`config.mk`:
```
export PLATFORM = sky130hd
export DESIGN_NAME = ser_adder
export DESIGN_NICKNAME = d
export VERILOG_FILES = /design/src/rtl/ser_add_pkg.sv /design/src/rtl/ser_shreg.sv /design/src/rtl/ser_fa_cell.sv /design/src/rtl/ser_carry_ff.sv /design/src/rtl/ser_seq_ctrl.sv /design/src/rtl/ser_adder.sv
export SDC_FILE = /design/constraint.sdc
export NUM_CORES = 1
export LEC_CHECK = 0
export BUFFER_PORTS_ARGS = -buffer_cell sky130_fd_sc_hd__buf_2
export CAP_MARGIN = 10
export CORE_UTILIZATION = 27
export CTS_CLUSTER_DIAMETER = 80
export DETAILED_ROUTE_END_ITERATION = 16
export PLACE_DENSITY_LB_ADDON = 0.3
export SYNTH_ARGS = -nofsm -noshare
export SYNTH_HDL_FRONTEND = slang
export SYNTH_SLANG_ARGS = --single-unit
```
`constraint.sdc`:
```
create_clock -name clk -period 1.6 [get_ports clk]
set_input_delay 0.16 -clock clk [delete_from_list [all_inputs] [get_ports clk]]
set_output_delay 0.16 -clock clk [all_outputs]
set_load 0.01 [all_outputs]
```
`src/rtl/ser_add_pkg.sv`:
```
package ser_add_pkg;

    typedef enum logic {
        ST_IDLE,
        ST_RUN
    } run_state_e;

    typedef enum logic [1:0] {
        SH_HOLD,
        SH_LOAD,
        SH_RIGHT
    } sh_op_e;

    typedef struct packed {
        logic sum;
        logic carry;
    } fa_res_t;

    function automatic fa_res_t full_add(input logic x, input logic y, input logic z);
        fa_res_t r;
        r.sum   = x ^ y ^ z;
        r.carry = (x & y) | (x & z) | (y & z);
        return r;
    endfunction

endpackage

```
`src/rtl/ser_shreg.sv`:
```
module ser_shreg
    import ser_add_pkg::*;
#(
    parameter int W = 4
) (
    input  logic         clk,
    input  logic         rst,
    input  sh_op_e       op,
    input  logic [W-1:0] pdata,
    input  logic         ser_in,
    output logic [W-1:0] q
);
    always_ff @(posedge clk) begin
        if (rst) begin
            q <= '0;
        end else begin
            case (op)
                SH_LOAD:  q <= pdata;
                SH_RIGHT: q <= {ser_in, q[W-1:1]};
                default:  q <= q;
            endcase
        end
    end
endmodule

```
`src/rtl/ser_fa_cell.sv`:
```
module ser_fa_cell
    import ser_add_pkg::*;
(
    input  logic    x,
    input  logic    y,
    input  logic    z,
    output fa_res_t res
);
    always_comb res = full_add(x, y, z);
endmodule

```
`src/rtl/ser_carry_ff.sv`:
```
module ser_carry_ff (
    input  logic clk,
    input  logic rst,
    input  logic clr,
    input  logic en,
    input  logic d,
    output logic q
);
    always_ff @(posedge clk) begin
        if (rst || clr) q <= 1'b0;
        else if (en)    q <= d;
    end
endmodule

```
`src/rtl/ser_seq_ctrl.sv`:
```
module ser_seq_ctrl
    import ser_add_pkg::*;
#(
    parameter int W = 4
) (
    input  logic clk,
    input  logic rst,
    input  logic start,
    input  logic shift_en,
    output logic busy,
    output logic step,
    output logic kick,
    output logic done
);
    localparam int CW = $clog2(W + 1);
    localparam logic [CW-1:0] CNT_INIT = CW'(W);
    localparam logic [CW-1:0] CNT_LAST = CW'(1);

    run_state_e    state;
    logic [CW-1:0] cnt;

    always_comb begin
        busy = (state == ST_RUN);
        step = busy && shift_en;
        kick = !busy && start;
    end

    always_ff @(posedge clk) begin
        if (rst) begin
            state <= ST_IDLE;
            cnt   <= '0;
            done  <= 1'b0;
        end else begin
            done <= 1'b0;
            case (state)
                ST_IDLE: begin
                    if (start) begin
                        state <= ST_RUN;
                        cnt   <= CNT_INIT;
                    end
                end
                default: begin
                    if (shift_en) begin
                        cnt <= cnt - 1'b1;
                        if (cnt == CNT_LAST) begin
                            state <= ST_IDLE;
                            done  <= 1'b1;
                        end
                    end
                end
            endcase
        end
    end
endmodule

```
`src/rtl/ser_adder.sv`:
```
module ser_adder
    import ser_add_pkg::*;
#(
    parameter int W = 4
) (
    input  logic         clk,
    input  logic         rst,
    input  logic         load,
    input  logic [W-1:0] a_in,
    input  logic [W-1:0] b_in,
    input  logic         start,
    input  logic         shift_en,
    output logic         busy,
    output logic         done,
    output logic [W-1:0] sum_out,
    output logic         carry_out
);
    logic         step, kick, load_ok;
    logic [W-1:0] a_q, b_q;
    sh_op_e       op_a, op_b;
    fa_res_t      fa;

    ser_seq_ctrl #(.W(W)) ctrl_i (
        .clk(clk), .rst(rst), .start(start), .shift_en(shift_en),
        .busy(busy), .step(step), .kick(kick), .done(done)
    );

    always_comb begin
        load_ok = load && !busy;
        if (load_ok)   op_a = SH_LOAD;
        else if (step) op_a = SH_RIGHT;
        else           op_a = SH_HOLD;
        op_b = op_a;
    end

    ser_shreg #(.W(W)) reg_a_i (
        .clk(clk), .rst(rst), .op(op_a), .pdata(a_in), .ser_in(fa.sum), .q(a_q)
    );

    ser_shreg #(.W(W)) reg_b_i (
        .clk(clk), .rst(rst), .op(op_b), .pdata(b_in), .ser_in(b_q[0]), .q(b_q)
    );

    ser_fa_cell fa_i (
        .x(a_q[0]), .y(b_q[0]), .z(carry_out), .res(fa)
    );

    ser_carry_ff cy_i (
        .clk(clk), .rst(rst), .clr(kick), .en(step), .d(fa.carry), .q(carry_out)
    );

    assign sum_out = a_q;
endmodule

```
* After elaboration in Yosys (flattened, before gate mapping) *
Index checks and enable logic that the tools add are counted.

operators by class
  $add $sub $neg = 1
  multipliers = 0
  divide/modulo/power cells = 0
  magnitude comparators = 0
  equality and inequality tests = 4
  shifts and indexed selects = 0
  muxes and demuxes = 12
  bitwise operators = 9
  reduce and logical (&&, ||, !) cells = 9

operators with widths
  cell                                                  count
  case mux 4 bit (2 select lines)                       2
  two-way mux 3 bit                                     3
  two-way mux 1 bit                                     5
  two-way mux 2 bit                                     2
  nonzero test 2 bit                                    2
  AND 1 bit                                             3
  equality test 3 x 1 -> 1 bit (second input constant)  1
  logical AND 1 bit                                     3
  OR reduction 3 bit                                    1
  subtractor 3 x 1 -> 3 bit (second input constant)     1
  equality test 2 x 1 -> 1 bit (second input constant)  1
  equality test 2 bit (second input constant)           1
  != test 2 bit (second input constant)                 1
  inverter 1 bit                                        2
  bitwise OR 1 bit                                      2
  AND reduction 2 bit                                   1
  XOR 1 bit                                             2
  logical NOT 1 bit                                     1
  logical OR 1 bit                                      1

storage, ports and cells
  flip-flop bits (word level) = 14
  latch bits = 0
  RAM bits = 0
  memory bits (read-only) = 0
  input bits = 13
  output and inout bits = 7
  memories = 0

* Longest topological paths before layout *
Gate-level depths: netlist of the first run.

  depth after elaboration = 5
  mapped depth = 5

* Hierarchy *
From an unflattened synthesis of the first run, not the netlist that was laid out.

unflattened totals
  cells, all modules = 72
  area, all modules = 748.2 um^2

modules (own cells, without submodules)
  module        times used  cells an instance  area each (um^2)
  ser_shreg     2           20                 200.2
  ser_seq_ctrl  1           26                 265.3
  ser_carry_ff  1           3                  40.0
  ser_adder     1           2                  22.5
  ser_fa_cell   1           1                  20.0

* Worst setup path after synthesis of the first run *
No wires, ideal clock.

  kind = register -> register
  from = register cy_i.q
  to = register reg_a_i.q[3]
  arrival = 1174 ps
  data required time = 1509 ps
  slack = 335 ps
  cell stages (with the launch flop) = 4
  path buffers = 0
  cells stage by stage = dfxtp_1 > fa_1 > nand3_1 > a311oi_1

on the way
  longest elaborated chain between the ends = 2

RTL lines
  item                             RTL line            RTL
  start, declared                  ser_carry_ff.sv:7   output logic q
  start signal, assigned           ser_carry_ff.sv:10  if (rst || clr) q <= 1'b0;
  start signal, assigned           ser_carry_ff.sv:11  else if (en) q <= d;
  XOR 1 bit                        ser_add_pkg.sv:21   r.sum = x ^ y ^ z;
  case mux 4 bit (2 select lines)  ser_shreg.sv:17     case (op)
  end signal, assigned             ser_shreg.sv:18     SH_LOAD: q <= pdata;
  end signal, assigned             ser_shreg.sv:19     SH_RIGHT: q <= {ser_in, q[W-1:1]};
  end signal, assigned             ser_shreg.sv:20     default: q <= q;
  end, declared                    ser_shreg.sv:11     output logic [W-1:0] q

No other way between the ends.
A chain may end at the register's enable or synchronous reset.

* Worst setup path after layout of the first run *
Same ends and word-level chain as after synthesis.

==> results of run 1 <==
[power by group]
part	switching, W	leakage (nW)	internal (W)
Combinational	0.0000671	0.202	0.0000565
Clock	0.000115	0.0210	0.000138
Sequential	0.0000193	0.116	0.000374
Total	0.000201	0.338	0.000569
[logic make-up after synthesis]
kind of cell / count (synthesis) / share of synthesized area, %
AO/OA/AOI/OAI: 14 / 19.3
adder cells (fa/ha/maj): 3 / 6.73
buffers and inverters: 9 / 7.85
flip-flops: 14 / 41.9
multiplexers: 1 / 1.50
AND/OR/NAND/NOR: 34 / 22.8
[flip-flops by register name (all words and copies together) (netlist names)]
name         cells
ctrl_i.busy      1
ctrl_i.cnt       3
ctrl_i.done      1
cy_i.q           1
reg_a_i.q        4
reg_b_i.q        4
[layout make-up]
type / count / area, sq um / share of cell area (%)
inverter: 2 / 7.51 / 0.923
tap: 28 / 35.0 / 4.31
clock buffer: 4 / 36.3 / 4.46
multi-input combinational: 52 / 337 / 41.4
timing repair buffer: 22 / 118 / 14.5
sequential: 14 / 280 / 34.5
[stage by stage]
| step | hold WS [ns] | power, W | cell area [sq um] | setup slack [ns] | utilization (%) |
|---|---|---|---|---|---|
| after CTS | 0.149 | 0.000781 | 813 | 0.302 | 35.7 |
| final | 0.155 | 0.000770 | 813 | 0.302 | 35.7 |
| after global routing | 0.160 | 0.000811 | 813 | 0.219 | 35.7 |
| after global placement | 0.453 | 0.000524 | 777 | 0.351 | 34.1 |
| after detailed placement | 0.459 | 0.000526 | 777 | 0.332 | 34.1 |
| after floorplan | 0.232 | 0.000486 | 669 | 0.335 | - |
[worst max-delay path: stages (launching register included)]
cell and delay, ns:
dfxtp_1 0.35, fa_1 0.54, nand3_1 0.07, a311oi_1 0.25
[cell usage in the layout, fill, tap and decap left out, drive strengths merged, types with 2 or more instances in the layout]
master and instances:
inv 2, clkbuf 4, dfxtp 14, nand2 10
ha 2, nand3 8, buf 22, a311oi 8
nor2 12
[path summary, 6_finish.rpt]
kind,startpoint,end,slack (ns),depth (start not counted)
worst min-delay path,b_in[3],reg_b_i.q[3]$_SDFFE_PP0P_,0.15,3
worst min register to register,reg_b_i.q[3]$_SDFFE_PP0P_,reg_b_i.q[3]$_SDFFE_PP0P_,0.48,2
worst max register to register,cy_i.q$_SDFFE_PP0P_,reg_a_i.q[3]$_SDFFE_PP0P_,0.30,3
worst max-delay path,cy_i.q$_SDFFE_PP0P_,reg_a_i.q[3]$_SDFFE_PP0P_,0.30,3
[per-layer routing]
| metal | GRT usage [%] | vias to the layer above | share of wire (%) |
|---|---|---|---|
| met5 | 0 | - | 0 |
| met4 | 4.05 | 0 | 0.67 |
| met3 | 5.26 | 2 | 5.5 |
| met1 | 14.2 | 267 | 49 |
| met2 | 16.7 | 14 | 45 |
| li1 | - | 308 | - |
==> results.yml, run 1 <==
global_routing:
  grt_pass1_vias: 501
  overflow: 0
  antenna_found_initial: 0
  grt_pass1_wl_mm: 2.19
  grt_max_degree: 17
  grt_use_total_pct: 11.3
synth:
  seq_area_frac_synth_pct: 41.9
  synth_edf_count: 0
  synthesis.yosys.warnings: 0
  yosysMostFrequentCell: "dfxtp_1"
  synth_top_area_share_pct: 41.9
  ys_types: 25
  synth_flop_cell: "dfxtp_1"
  ys_top_cells_by_area: "dfxtp_1 42%, a311oi_1 7.9%, nand3_1 6.0%"
  ys_top_cells_by_count: "14 x dfxtp_1, 10 x nand2_1, 10 x nor2_1, 8 x nand3_1, 6 x a311oi_1"
  yosysTopAreaCell: "dfxtp_1"
  postSynthCellCount: 75
  synth_nets: 91
  async_flop_share_pct: 0
  ys_ff_latch: 14
  synthesis.area_sq_um: 669
  avgSynthCellArea_sq_um: 8.93
detailed_routing:
  wirelength_mm: 1.35
  drtAntennaViolNets: 0
  drc: 0
  vias: 591
  drtIter0Drc: 4
  detail_route.first_pass.iterations: 2
  wl_per_cell_microns: 11.0
  viasPerCell: 4.84
finish:
  drive_above_1_share_pct: 31.9
  diodes: 0
  fin_nets: 111
  fin_cells: 122
  n_fill_cell: 256
  syn_to_final_growth_pct: 21.5
worst_setup_path:
  startpoint_type: "flip-flop"
  crit_arrival_ns: 1.49
  end_kind: "flip-flop"
  crit_type: "flip-flop to flip-flop"
  path_max_fanout: 3
  worstPathRequired_ns: 1.79
timing:
  clock.fmax_mhz: 771
  tightest_slew_ns: 0.260
  final.period_utilization_pct: 81.1
  final-max-slew-violation-count: 0
  fin_skew_ns: 0.00672
  hold_violations: 0
  tns_ns: 0
  period_needed_ns: 1.30
  slew_headroom_pct: 82.2
  rsz0062_at_grt: "no"
  finalSetupViolations: 0
cts:
  clockBufferDepth: 2
  insertion_delay_ns: 0.28
  cts.sinks: 14
  cts_resized: 0
  cts_tree: "done"
  post-cts-setup-buffers: 0
  postCtsHoldBufs: 0
  cts.clk_slew.worst_paths_ns: 0.09
  htree_levels: 1
  root_buffer: "clkbuf_4"
  numCtsBuffers: 3
floorplanning:
  start_util_pct: 29.4
  rows: 17
  die_h_microns: 51.8
  io_pins: 20
  core_region_area_sq_um: 2280
  fp.dieW_microns: 51.8
  dieArea_sq_um: 2680
placement:
  placed_cells: 118
  portBuffers: 19
  hpwl_microns: 950
  routabilityCongestion: 0.653
power:
  p_per_area_nw_per_um2: 947
  irDropWorstVdd_v: 0.000500
  p_leak_nw: 0.338
run:
  cap_violations: 0
worst_hold_path:
  hold_class: "primary input to flip-flop"
status:
  status: "finished clean"
Power figures use the tool's default switching activity.
==> inputs of run 2 (changes only) <==
clock period = 1.34 ns   (was 1.6 ns; I/O delays follow)
==> results.yml, run 2 (same netlist as run 1, synthesis figures left out) <==
worst_setup_path:
  r2r-start: "reg_a_i.q[0]$_SDFFE_PP0P_"
  startpoint_type: "flip-flop"
  worstPathRequired_ns: 1.52
  path_max_fanout: 3
  crit_type: "flip-flop to flip-flop"
  worstRegToRegCells: 3
  end_kind: "flip-flop"
  crit_arrival_ns: 1.46
  critPathLaunch: "reg_a_i.q[0]$_SDFFE_PP0P_"
cts:
  cts.sinks: 14
  cts.clk_slew.worst_paths_ns: 0.08
  insertion_delay_ns: 0.27
  clockBufferDepth: 2
  postCtsHoldBufs: 0
  cts_tree: "done"
  numCtsBuffers: 3
  root_buffer: "clkbuf_4"
  htree_levels: 1
power:
  power.total_w: 0.000855
  p_per_area_nw_per_um2: 1030
  p_leak_nw: 0.347
  irDropWorstVdd_v: 0.000611
floorplanning:
  io_pins: 20
  core_region_area_sq_um: 2280
  dieArea_sq_um: 2680
  rows: 17
  start_util_pct: 29.4
  fp.dieW_microns: 51.8
  die_h_microns: 51.8
global_routing:
  grt_max_degree: 17
  overflow: 0
  grt_pass1_vias: 539
  grt_pass1_wl_mm: 2.33
  antenna_found_initial: 0
  grt_use_total_pct: 11.7
placement:
  routabilityCongestion: 0.687
  hpwl_mm: 1.01
  portBuffers: 19
timing:
  tightest_slew_ns: 0.293
  tns_ns: 0
  finalSetupViolations: 0
  fin_skew_ns: 0.00162
  rsz0062_at_grt: "yes"
  clock.fmax_mhz: 781
  final.period_utilization_pct: 95.6
  hold_violations: 0
  final-max-slew-violation-count: 0
  period_needed_ns: 1.28
  slew_headroom_pct: 79.9
detailed_routing:
  detail_route.first_pass.iterations: 4
  vias: 598
  viasPerCell: 4.86
  wl_per_cell_microns: 11.2
  drtIter0Drc: 12
  wirelength_mm: 1.38
  drtAntennaViolNets: 0
  drc: 0
run:
  cap_violations: 0
status:
  status: "finished clean"
finish:
  layout_commonest_cell: "buf_2"
  final_cell_mix: "19 x buf_2, 12 x dfxtp_1, 10 x nand2_1, 10 x nor2_1, 8 x nand3_1"
  drive_above_1_share_pct: 34.7
  largest_registers: "reg_a_i.q: 4 flops, reg_b_i.q: 4 flops, ctrl_i.cnt: 3 flops"
  syn_to_final_growth_pct: 23.9
  diodes: 0
  utilization_pct: 36.4
  fin_nets: 113
worst_hold_path:
  min_from: "a_in[0]"
  hold_class: "primary input to flip-flop"
  whs_path_depth: 3
==> run 2: changes by cell type in the layout (fill, tap and decap cells not counted), sizes merged <==
cell and change:
buf +2, clkbuf -1
==> run 2: timing repair <==
action                                  4_1_cts  5_1_grt
gates resized for setup                       0        2
endpoints found under the setup margin        0        1
buffers inserted                              0        1
==> run 2: per-layer routing <==
layer  up-vias  routed length, microns  part of all wire [%]  track usage, %
met3         0                      89                   6.4            4.97
li1        306                       -                     -               -
met1       276                     651                    47            14.9
met4         0                       0                     0            1.35
met2        16                     642                    46            18.8
met5         -                       0                     0               0
==> run 2: cell type report <==
| class | count | area, sq um |
|---|---|---|
| Inverter | 2 | 7.51 |
| Timing Repair Buffer | 24 | 145 |
| Sequential cell | 14 | 283 |
| Clock buffer | 3 | 22.5 |
| Multi-Input combinational cell | 52 | 337 |
| Fill cell | 247 | 1450 |
| Tap cell | 28 | 35.0 |
==> run 2: where the power goes <==
| part | internal [W] | switching (W) |
|---|---|---|
| logic | 0.0000750 | 0.0000833 |
| registers | 0.000447 | 0.0000222 |
| clock network | 0.000104 | 0.000124 |
==> run 2: worst paths after layout <==
check | end | slack (ns)
setup reg to reg | reg_a_i.q[3]$_SDFFE_PP0P_ | 0.06
hold / removal | reg_a_i.q[0]$_SDFFE_PP0P_ | 0.14
hold reg to reg | reg_b_i.q[3]$_SDFFE_PP0P_ | 0.49
setup / recovery | reg_a_i.q[3]$_SDFFE_PP0P_ | 0.06
==> run 2: worst max-delay path, cell delays in order, from the launching register on <==
cell and delay [ns]:
dfxtp_2 0.34, fa_1 0.53, nand3_1 0.07, a311oi_1 0.25
==> run 2: metrics by stage <==
step,cell area (sq um),setup WS [ns],std cells,hold slack [ns]
after floorplan,669,0.0752,75,0.206
after global placement,797,0.0930,119,0.428
after detailed placement,797,0.0475,119,0.429
after CTS,820,0.0286,122,0.138
after global routing,830,-0.0193,123,0.136
final,830,0.0594,123,0.144
